**config.mk**
```make
export PLATFORM = sky130hd
export DESIGN_NAME = vend_ctrl
export DESIGN_NICKNAME = d
export VERILOG_FILES = /design/src/rtl/vend_pkg.sv /design/src/rtl/vend_coin_value.sv /design/src/rtl/vend_decide.sv /design/src/rtl/vend_ctrl.sv
export SDC_FILE = /design/constraint.sdc
export NUM_CORES = 1
export LEC_CHECK = 0
export BUFFER_PORTS_ARGS = -buffer_cell sky130_fd_sc_hd__buf_4
export CAP_MARGIN = 5
export CORE_AREA = 2 2 39 41
export DETAILED_ROUTE_END_ITERATION = 12
export DIE_AREA = 0 0 41 43
export PLACE_DENSITY_LB_ADDON = 0.3
export SYNTH_ARGS = -nofsm -noshare
export SYNTH_HDL_FRONTEND = slang
export SYNTH_SLANG_ARGS = --single-unit
```
**constraint.sdc**
```tcl
create_clock -name clk -period 2.55 [get_ports clk]
set_clock_uncertainty 0.1 [all_clocks]
set_input_delay 0.51 -clock clk [delete_from_list [all_inputs] [get_ports clk]]
set_output_delay 0.51 -clock clk [all_outputs]
set_load 0.005 [all_outputs]
```
**src/rtl/vend_pkg.sv**
```systemverilog
package vend_pkg;

    typedef enum logic [1:0] {
        COIN_NONE    = 2'b00,
        COIN_NICKEL  = 2'b01,
        COIN_DIME    = 2'b10,
        COIN_QUARTER = 2'b11
    } coin_e;

    // Coin values expressed in 5-cent units
    localparam int NICKEL_UNITS  = 1;
    localparam int DIME_UNITS    = 2;
    localparam int QUARTER_UNITS = 5;

endpackage

```
**src/rtl/vend_coin_value.sv**
```systemverilog
module vend_coin_value
    import vend_pkg::*;
#(
    parameter int SUM_W = 5
) (
    input  coin_e             coin,
    output logic [SUM_W-1:0]  units
);

    always_comb begin
        unique case (coin)
            COIN_NICKEL:  units = SUM_W'(NICKEL_UNITS);
            COIN_DIME:    units = SUM_W'(DIME_UNITS);
            COIN_QUARTER: units = SUM_W'(QUARTER_UNITS);
            default:      units = '0;
        endcase
    end

endmodule

```
**src/rtl/vend_decide.sv**
```systemverilog
module vend_decide
    import vend_pkg::*;
#(
    parameter int CREDIT_W = 3,
    parameter int SUM_W    = 5,
    parameter int PRICE_U  = 8,
    parameter int CEIL_U   = 10
) (
    input  logic [CREDIT_W-1:0] credit,
    input  logic [SUM_W-1:0]    units,
    input  coin_e               coin,
    output logic [CREDIT_W-1:0] credit_nx,
    output coin_e               ret,
    output logic                prod
);

    logic [SUM_W-1:0] total;
    logic [SUM_W-1:0] change;

    always_comb begin
        total     = SUM_W'(credit) + units;
        change    = total - SUM_W'(PRICE_U);
        credit_nx = credit;
        ret       = COIN_NONE;
        prod      = 1'b0;
        if (total > SUM_W'(CEIL_U)) begin
            // Over the ceiling: hand the coin back, keep the credit
            ret = coin;
        end else if (total >= SUM_W'(PRICE_U)) begin
            prod      = 1'b1;
            credit_nx = '0;
            if (change == SUM_W'(NICKEL_UNITS)) begin
                ret = COIN_NICKEL;
            end else if (change == SUM_W'(DIME_UNITS)) begin
                ret = COIN_DIME;
            end
        end else begin
            credit_nx = total[CREDIT_W-1:0];
        end
    end

endmodule

```
**src/rtl/vend_ctrl.sv**
```systemverilog
module vend_ctrl
    import vend_pkg::*;
#(
    parameter int CREDIT_W = 3,
    parameter int PRICE_U  = 8,
    parameter int CEIL_U   = 10
) (
    input  logic                clk,
    input  logic                rst,
    input  logic [1:0]          coin_i,
    output logic [1:0]          ret_o,
    output logic                prod_o,
    output logic [CREDIT_W-1:0] credit_o
);

    localparam int SUM_W = CREDIT_W + 2;

    typedef struct packed {
        logic [CREDIT_W-1:0] credit;
    } state_t;

    state_t              st_d, st_q;
    coin_e               coin;
    coin_e               ret;
    logic [SUM_W-1:0]    units;
    logic [CREDIT_W-1:0] credit_nx;

    assign coin = coin_e'(coin_i);

    vend_coin_value #(.SUM_W(SUM_W)) u_value (
        .coin  (coin),
        .units (units)
    );

    vend_decide #(
        .CREDIT_W (CREDIT_W),
        .SUM_W    (SUM_W),
        .PRICE_U  (PRICE_U),
        .CEIL_U   (CEIL_U)
    ) u_decide (
        .credit    (st_q.credit),
        .units     (units),
        .coin      (coin),
        .credit_nx (credit_nx),
        .ret       (ret),
        .prod      (prod_o)
    );

    always_comb begin
        st_d        = st_q;
        st_d.credit = credit_nx;
    end

    always_ff @(posedge clk) begin
        if (rst) begin
            st_q <= '0;
        end else begin
            st_q <= st_d;
        end
    end

    assign ret_o    = ret;
    assign credit_o = st_q.credit;

    // the first cycle after reset starts from zero credit
    p_reset_zero_r1: assert property (@(posedge clk) disable iff (rst)
        $past(rst) |-> credit_o == '0);

    // an idle cycle produces nothing and holds the credit
    p_idle_quiet_r2: assert property (@(posedge clk) disable iff (rst)
        coin_i == 2'b00 |-> (ret_o == 2'b00 && !prod_o));
    p_idle_hold_r2: assert property (@(posedge clk) disable iff (rst)
        coin_i == 2'b00 |=> $stable(credit_o));

    // a kept coin with no sale raises the credit
    p_accumulate_r4: assert property (@(posedge clk) disable iff (rst)
        (coin_i != 2'b00 && !prod_o && ret_o == 2'b00) |=> credit_o > $past(credit_o));

    // a sale empties the credit
    p_sale_clears_r5: assert property (@(posedge clk) disable iff (rst)
        prod_o |=> credit_o == '0);

    // change is never a quarter and never the coin just inserted
    p_change_small_r6: assert property (@(posedge clk) disable iff (rst)
        prod_o |-> (ret_o != 2'b11 && ret_o != coin_i));

    // a refused coin is echoed and the credit stays put
    p_refuse_echo_r7: assert property (@(posedge clk) disable iff (rst)
        (!prod_o && ret_o != 2'b00) |-> ret_o == coin_i);
    p_refuse_hold_r7: assert property (@(posedge clk) disable iff (rst)
        (!prod_o && ret_o != 2'b00) |=> $stable(credit_o));

endmodule

```
* Word-level counts from Yosys, hierarchy flattened
Index checks and enable logic that the tools add are counted.
Word-level totals: bits in registers 3, bits of input ports 4, output and inout port bits 6, word-level logic and storage cells 18
Operators by class: add/subtract/negate cells 2, magnitude comparators 2, equal/unequal tests 5, muxes and demuxes 8
Operator list (number):
- case mux 3 bit (3 select lines) | 1
- two-way mux 2 bit | 4
- == test 5 x 1 -> 1 bit, second input constant | 1
- == test 5 x 2 -> 1 bit, second input constant | 1
- >= comparator 5 x 4 -> 1 bit, second input constant | 1
- greater-than comparator 5 x 4 -> 1 bit, second input constant | 1
- subtractor 5 x 4 -> 5 bit, second input constant | 1
- adder 3 x 3 -> 4 bit | 1
- == test 2 bit, second input constant | 2
- two-way mux 3 bit | 1
- == test 2 x 1 -> 1 bit, second input constant | 1
- two-way mux 1 bit | 2

* Logic depth before layout (Yosys ltp)
Gate-level depths: netlist of run 1.
depth in word-level cells 9, depth in mapped cells 6, mapped depth without buffers 5

* Cells and area by module
A second synthesis of run 1 with hierarchy kept.
Unflattened totals: cells, all modules 62, area, all modules 514.2 um2
Modules (own cells, without submodules):
- vend_decide | times used 1, cells an instance 50, area each 400.4 um2, seq. area each 0.0 um2
- vend_ctrl | times used 1, cells an instance 6, area each 78.8 um2, seq. area each 60.1 um2
- vend_coin_value | times used 1, cells an instance 6, area each 35.0 um2, seq. area each 0.0 um2

* Worst setup path after synthesis of run 1
OpenSTA, ideal clock, no wires.
path kind in2out, from input port coin_i[0], to output port ret_o[0], arrival 1.762 ns, required time 1.940 ns, slack 0.178 ns, cell stages on the path 6, buffers on the path 1, path through clkbuf_1 ha_1 fa_1 xor2_2 nor2_1 o221a_2
Between the ends: word-level cells in the longest chain between the ends 8, elaborated cells on any way between the ends 12
RTL lines:
- start: declaration | RTL line vend_ctrl.sv:10 | input logic [1:0] coin_i,
- == test 2 bit / == test 2 x 1 -> 1 bit (equally long branches) | RTL line vend_coin_value.sv:11 | unique case (coin)
- case mux 3 bit (3 select lines) | RTL line vend_coin_value.sv:11
- adder 3 x 3 -> 4 bit | RTL line vend_decide.sv:21 | total = SUM_W'(credit) + units;
- subtractor 5 x 4 -> 5 bit | RTL line vend_decide.sv:22 | change = total - SUM_W'(PRICE_U);
- == test 5 x 1 -> 1 bit | RTL line vend_decide.sv:32 | if (change == SUM_W'(NICKEL_UNITS)) begin
- two-way mux 2 bit | RTL line vend_decide.sv:32
- two-way mux 2 bit | RTL line vend_decide.sv:29 | end else if (total >= SUM_W'(PRICE_U)) begin
- two-way mux 2 bit (*) | RTL line vend_decide.sv:26 | if (total > SUM_W'(CEIL_U)) begin
- end: declaration | RTL line vend_ctrl.sv:11 | output logic [1:0] ret_o,
Every way passes the cells marked *; elsewhere a longest branch is shown, timed or not.

* Worst setup path in the final report of run 1
Same ends and word-level chain as after synthesis.

==> qor.yml, run 1 <==
synth:
  netlist_area_um2: 297
  syn_avg_cell_area_um2: 8.72
  synth_top_cells_by_count: "dfxtp_1, ha_1, nand3_1, nor2_1, o221a_2"
  async_flop_share_pct: 0
  syn_nets: 42
  synth-main-ff-cell: "dfxtp_1"
  synth.ff_latch_count: 3
  synth_edf_count: 0
  yosysWarnings: 0
  synth_top_area_share_pct: 20.3
  synth_cell_types: 21
  postSynthCellCount: 34
  synth_top_cells_by_area: "dfxtp_1, ha_1, o221a_2"
  ys_seq_area_share_pct: 20.3
  synth_largest_area_cell: "dfxtp_1"
power_and_ir_drop:
  power_density_nw_per_um2: 912
  totalPowerFinal_mw: 0.431
  leakagePower_nw: 0.217
  ir_worst_vdd_v: 0.000310
layout:
  largest_reg_flops: 3
  syn_to_final_growth_pct: 59.5
  antenna_cells: 0
  nets: 60
  drive_gt1_share_pct: 51.0
  nFillCells: 142
setup_path:
  crit_path_frequent_cell: "buf_4"
  critical_path.cell_chain: "buf_4 -> ha_4 -> fa_2 -> xor2_4 -> nor2_1 -> o221a_2 -> buf_4"
  critPathSlowestCell: "fa_2"
  reg2reg_slack_ns: 0.66
  crit_cells: 7
  critPathMaxFanout: 6
  crit_type: "in -> out"
  rr_worst_depth: 7
  cp-end-kind: "primary output"
  timing.critical_path.from: "coin_i[0]"
  start_kind: "input port"
  crit_family: "adder cells"
  critPathMaxStageDelay_ns: 0.42
  r2r_start: "credit_o[0]"
  crit_arrival_ns: 1.88
  crit_buf_inv: 2
  reg2reg_to: "credit_o[1]"
  crit_required_ns: 1.94
clock_network:
  cts_sinks: 3
  cts_buffers: 3
  clock_latency_ns: 0.23
  ctsHoldBuffers: 0
  cts_tree: "yes"
  htree_num_levels: 1
  clk_path_buf_depth: 2
  clk_root_buffer_cell: "clkbuf_4"
  cts.clk_slew.worst_paths_ns: 0.03
floorplan:
  pin_count: 10
  initial_utilization_pct: 21.4
  fp.dieArea_um2: 1760
  row_count: 14
  core_area_um2: 1380
  die_y_um: 43
  fp.dieW_um: 41
timing:
  period_share_pct: 97.6
  whs_ns: 0.364
  setup_viol: 0
  hold_violations: 0
  max_slew_margin_pct: 81.0
  drv_slew: 0
  finalCriticalPeriod_ns: 2.49
  rsz0062_at_grt: "false"
  tightest_slew_ns: 0.281
  fin_setup_tns_ns: 0
  max_freq_mhz: 402
global_route:
  overflow: 0
  grtUsageTotal_pct: 10.5
  grt_pass1_wl_um: 1190
  grt_max_degree: 7
  antenna_found_initial: 0
  first_global_vias: 313
detailed_routing:
  dr.pass1.iters: 2
  final_antenna_net_count: 0
  totalWireLength_um: 769
  routedWlPerCell_um: 11.5
  via_per_inst: 4.84
  vias: 324
  drtIter0Drc: 3
  drc: 0
place:
  gp_congestion: 0.737
  io_buffers: 9
  hpwl_um: 621
flow_run:
  drv_cap: 0
worst_hold_path:
  hp-start: "rst"
  hold_path.class: "in -> reg"
  min_to: "credit_o[0]"
  whs_path_depth: 2
status:
  status: "finished clean"
==> timing repair <==
item / in CTS / in global routing
cloned: 0 / 0
gates resized for setup: 1 / 4
pin swaps: 0 / 3
setup endpoints to repair: 2 / 3
buffers inserted: 1 / 0
==> worst max-delay path by stage <==
stage | to | slack [ns]
floorplan | ret_o[0] | 0.18
global placement | ret_o[0] | -0.06
global route | ret_o[0] | 0.008
finish | ret_o[0] | 0.06
detailed placement | ret_o[0] | -0.06
CTS | ret_o[0] | 0.02
==> cell families after synthesis <==
logic type                 count (synthesis)  synth area share, %
AOI/OAI and AO/OA                         10                 28.3
xor gates and xnor gates                   1                 5.49
adders and majority gates                  4                 19.4
buffers and inverters                      3                 3.80
DFF                                        3                 20.3
and+or+nand+nor                           13                 22.8
==> per-layer routing <==
metal,GRT usage (%),routed length (µm),vias to the layer above,share of wire [%]
met5,0,0,-,0
met2,16.3,356,8,46
met3,7.85,52,0,6.8
li1,-,-,166,-
met4,4.00,0,0,0
met1,10.3,360,150,47
==> where the power goes <==
group / internal, mW / switching, mW
sequential: 0.0634 / 0.0218
clock: 0.0583 / 0.0207
combinational: 0.148 / 0.119
==> area by class of cell <==
class	count	area (µm²)	share of cell area, %
timing repair buffer	14	105	22.2
tap	16	20.0	4.23
multi-input combinational	28	254	53.7
inverter	2	7.51	1.59
clock buffer	4	26.3	5.56
sequential	3	60.1	12.7
==> placed cells by master (no fill, tap or decap), drive strengths merged <==
cell type	synthesis	layout
buf	0	14
clkbuf	1	4
nor2	3	3
nand3	3	3
o221a	3	3
dfxtp	3	3
ha	3	3
a21oi	2	2
nand2	2	2
inv	2	2
and2	1	1
xor2	1	1
and3	1	1
a21o	1	1
nor3b	1	1
nand4	1	1
o2111ai	1	1
o311ai	1	1
o211ai	1	1
a31oi	1	1
nor2b	1	1
fa	1	1
==> metrics by stage <==
| step | setup slack (ns) | utilization [%] | area (µm²) | cells |
|---|---|---|---|---|
| 2_1_floorplan | 0.178 | - | 297 | 34 |
| 3_3_place_gp | -0.0623 | 29.7 | 410 | 62 |
| 3_5_place_dp | -0.0582 | 29.7 | 410 | 62 |
| 4_1_cts | 0.0159 | 32.3 | 447 | 67 |
| 5_1_grt | 0.00806 | 34.2 | 473 | 67 |
| 6_report | 0.0617 | 34.2 | 473 | 67 |
Note: power is estimated with default switching activity, not from simulation.
==> run 2: changes to the inputs <==
clock period = 2.7 ns   (was 2.55 ns; I/O delays follow)
==> run 2 against run 1 <==
Effect of this change: final area fell by 11%; critical path depth did not move; clock power fell by 2%; cell count fell by 4.5%; sequential power fell by 5.5%; setup slack improved by 0.045 ns; combinational power fell by 27%; via count fell by 4.6%; total power fell by 18%; highest routed layer unchanged; non-clock buffer count fell by 3; largest cell class unchanged; critical endpoint is now prod_o.
==> qor.yml, run 2 (synthesized netlist as in run 1, its figures left out) <==
timing:
  max_slew_margin_pct: 81.7  # +0.66 points
  setup_viol: 0  # unchanged
  fin_setup_tns_ns: 0  # unchanged
  period_share_pct: 96.1
  rsz0062_at_grt: "false"
  tightest_slew_ns: 0.271  # -0.00973 ns
  whs_ns: 0.384  # +0.0202 ns
  hold_violations: 0  # unchanged
  max_freq_mhz: 386
  finalWorstSetupSlack_ns: 0.106  # +0.0446 ns
  finalCriticalPeriod_ns: 2.59
  drv_slew: 0  # unchanged
place:
  gp_congestion: 0.721  # -2.3%
  place_area_um2: 395  # -3.7%
  post-place-ws_ns: 0.0969  # +0.155 ns
  io_buffers: 9  # unchanged
  hpwl_um: 600  # -3.4%
layout:
  finalInstanceArea_um2: 422  # -11%
  final_common_cell: "buf_4"
  nets: 57  # -5.0%
  largest_reg_flops: 3  # unchanged
  syn_to_final_growth_pct: 42.2
  drive_gt1_share_pct: 41.7  # -9.3 points
  nFillCells: 155  # +9.2%
  antenna_cells: 0  # unchanged
floorplan:
  initial_utilization_pct: 21.4  # unchanged
  die_y_um: 43  # unchanged
  pin_count: 10  # unchanged
  fp.dieW_um: 41  # unchanged
  core_area_um2: 1380  # unchanged
  row_count: 14  # unchanged
  fp.dieArea_um2: 1760  # unchanged
status:
  status: "finished clean"
global_route:
  grtUsageTotal_pct: 9.66  # -0.87 points
  first_global_vias: 293  # -6.4%
  grt_pass1_wl_um: 1150  # -2.9%
  overflow: 0  # unchanged
  grt_max_degree: 7  # unchanged
  antenna_found_initial: 0  # unchanged
power_and_ir_drop:
  power_density_nw_per_um2: 838  # -8.1%
  ir_worst_vdd_v: 0.000411  # +33%
  leakagePower_nw: 0.205  # -5.3%
  totalPowerFinal_mw: 0.353  # -18%
setup_path:
  start_kind: "input port"
  timing.critical_path.from: "coin_i[0]"
  critical_path.cell_chain: "buf_4 -> ha_1 -> fa_1 -> xor2_2 -> buf_4 -> nor3b_1 -> buf_4"
  cp-end-kind: "primary output"
  critPathMaxFanout: 5  # -1
  critPathMaxStageDelay_ns: 0.41  # about the same
  crit_type: "in -> out"
  rr_worst_depth: 6  # -1
  crit_required_ns: 2.06  # +0.12 ns
  reg2reg_slack_ns: 0.88  # +0.22 ns
  critPathSlowestCell: "fa_1"
  r2r_start: "credit_o[0]"
  crit_path_frequent_cell: "buf_4"
  reg2reg_to: "credit_o[0]"
  crit_arrival_ns: 1.95  # +0.07 ns
clock_network:
  cts_setup_buffers: 0  # -1
  clock_latency_ns: 0.23  # about the same
  clk_path_buf_depth: 2  # unchanged
  cts_sinks: 3  # unchanged
  cts_tree: "yes"
  cts.clk_slew.worst_paths_ns: 0.03  # about the same
  htree_num_levels: 1  # unchanged
  cts_buffers: 3  # unchanged
  clk_root_buffer_cell: "clkbuf_4"
  cts-resized-gates: 0  # -1
  ctsHoldBuffers: 0  # unchanged
flow_run:
  drv_cap: 0  # unchanged
worst_hold_path:
  whs_path_depth: 2  # unchanged
  min_to: "credit_o[0]"
  hold_path.class: "in -> reg"
  hp-start: "rst"
detailed_routing:
  vias: 309  # -4.6%
  dr.pass1.iters: 2  # unchanged
  drtIter0Drc: 5  # +2
  drc: 0  # unchanged
  routedWlPerCell_um: 11.3  # -1.6%
  totalWireLength_um: 723  # -6.0%
  final_antenna_net_count: 0  # unchanged
  via_per_inst: 4.83  # -0.16%
==> run 2: cell types whose count changed in the layout (fill, tap and decap cells not counted), sizes merged <==
cell | before | now
buf | 14 | 11
==> run 2: per-stage QoR <==
step                util, %  std cells
finish                 30.5         64
global route           30.5         64
CTS                    30.5         64
detailed placement     28.6         60
global placement       28.6         60
floorplan                 -         34
==> run 2: worst max-delay path by stage <==
| stage | slack (ns) | end |
|---|---|---|
| 2_1_floorplan | 0.27 | ret_o[0] |
| 3_3_place_gp | 0.12 | ret_o[0] |
| 3_5_place_dp | 0.1 | ret_o[0] |
| 4_1_cts | 0.09 | prod_o |
| 5_1_grt | 0.04 | ret_o[0] |
| 6_report | 0.11 | prod_o |
==> run 2: final cells by class <==
cell class,count,area [µm²],area share [%]
sequential,3,60.1,14.2
inverter,2,7.51,1.78
clock buffer,4,26.3,6.23
tap,16,20.0,4.75
timing repair buffer,11,82.6,19.6
multi-input combinational,28,225,53.4
==> run 2: worst max-delay path: cells and delay by family <==
kind                       cells  cell delay, ns
adders and majority gates      2            0.62
buffers and inverters          3            0.42
xor gates and xnor gates       1            0.19
and+or+nand+nor                1            0.19
==> run 2: power by group <==
part	total (mW)	internal (mW)	switching (mW)
registers	0.0805	0.0598	0.0206
logic	0.195	0.0998	0.0955
clock network	0.0774	0.0553	0.0221
==> run 2: routing by layer <==
layer | GRT usage (%) | up-vias | share of wire (%)
li1 | - | 161 | -
met1 | 12.3 | 138 | 48
met4 | 0 | 0 | 0
met2 | 14.4 | 10 | 44
met5 | 0 | - | 0
met3 | 6.28 | 0 | 8.3
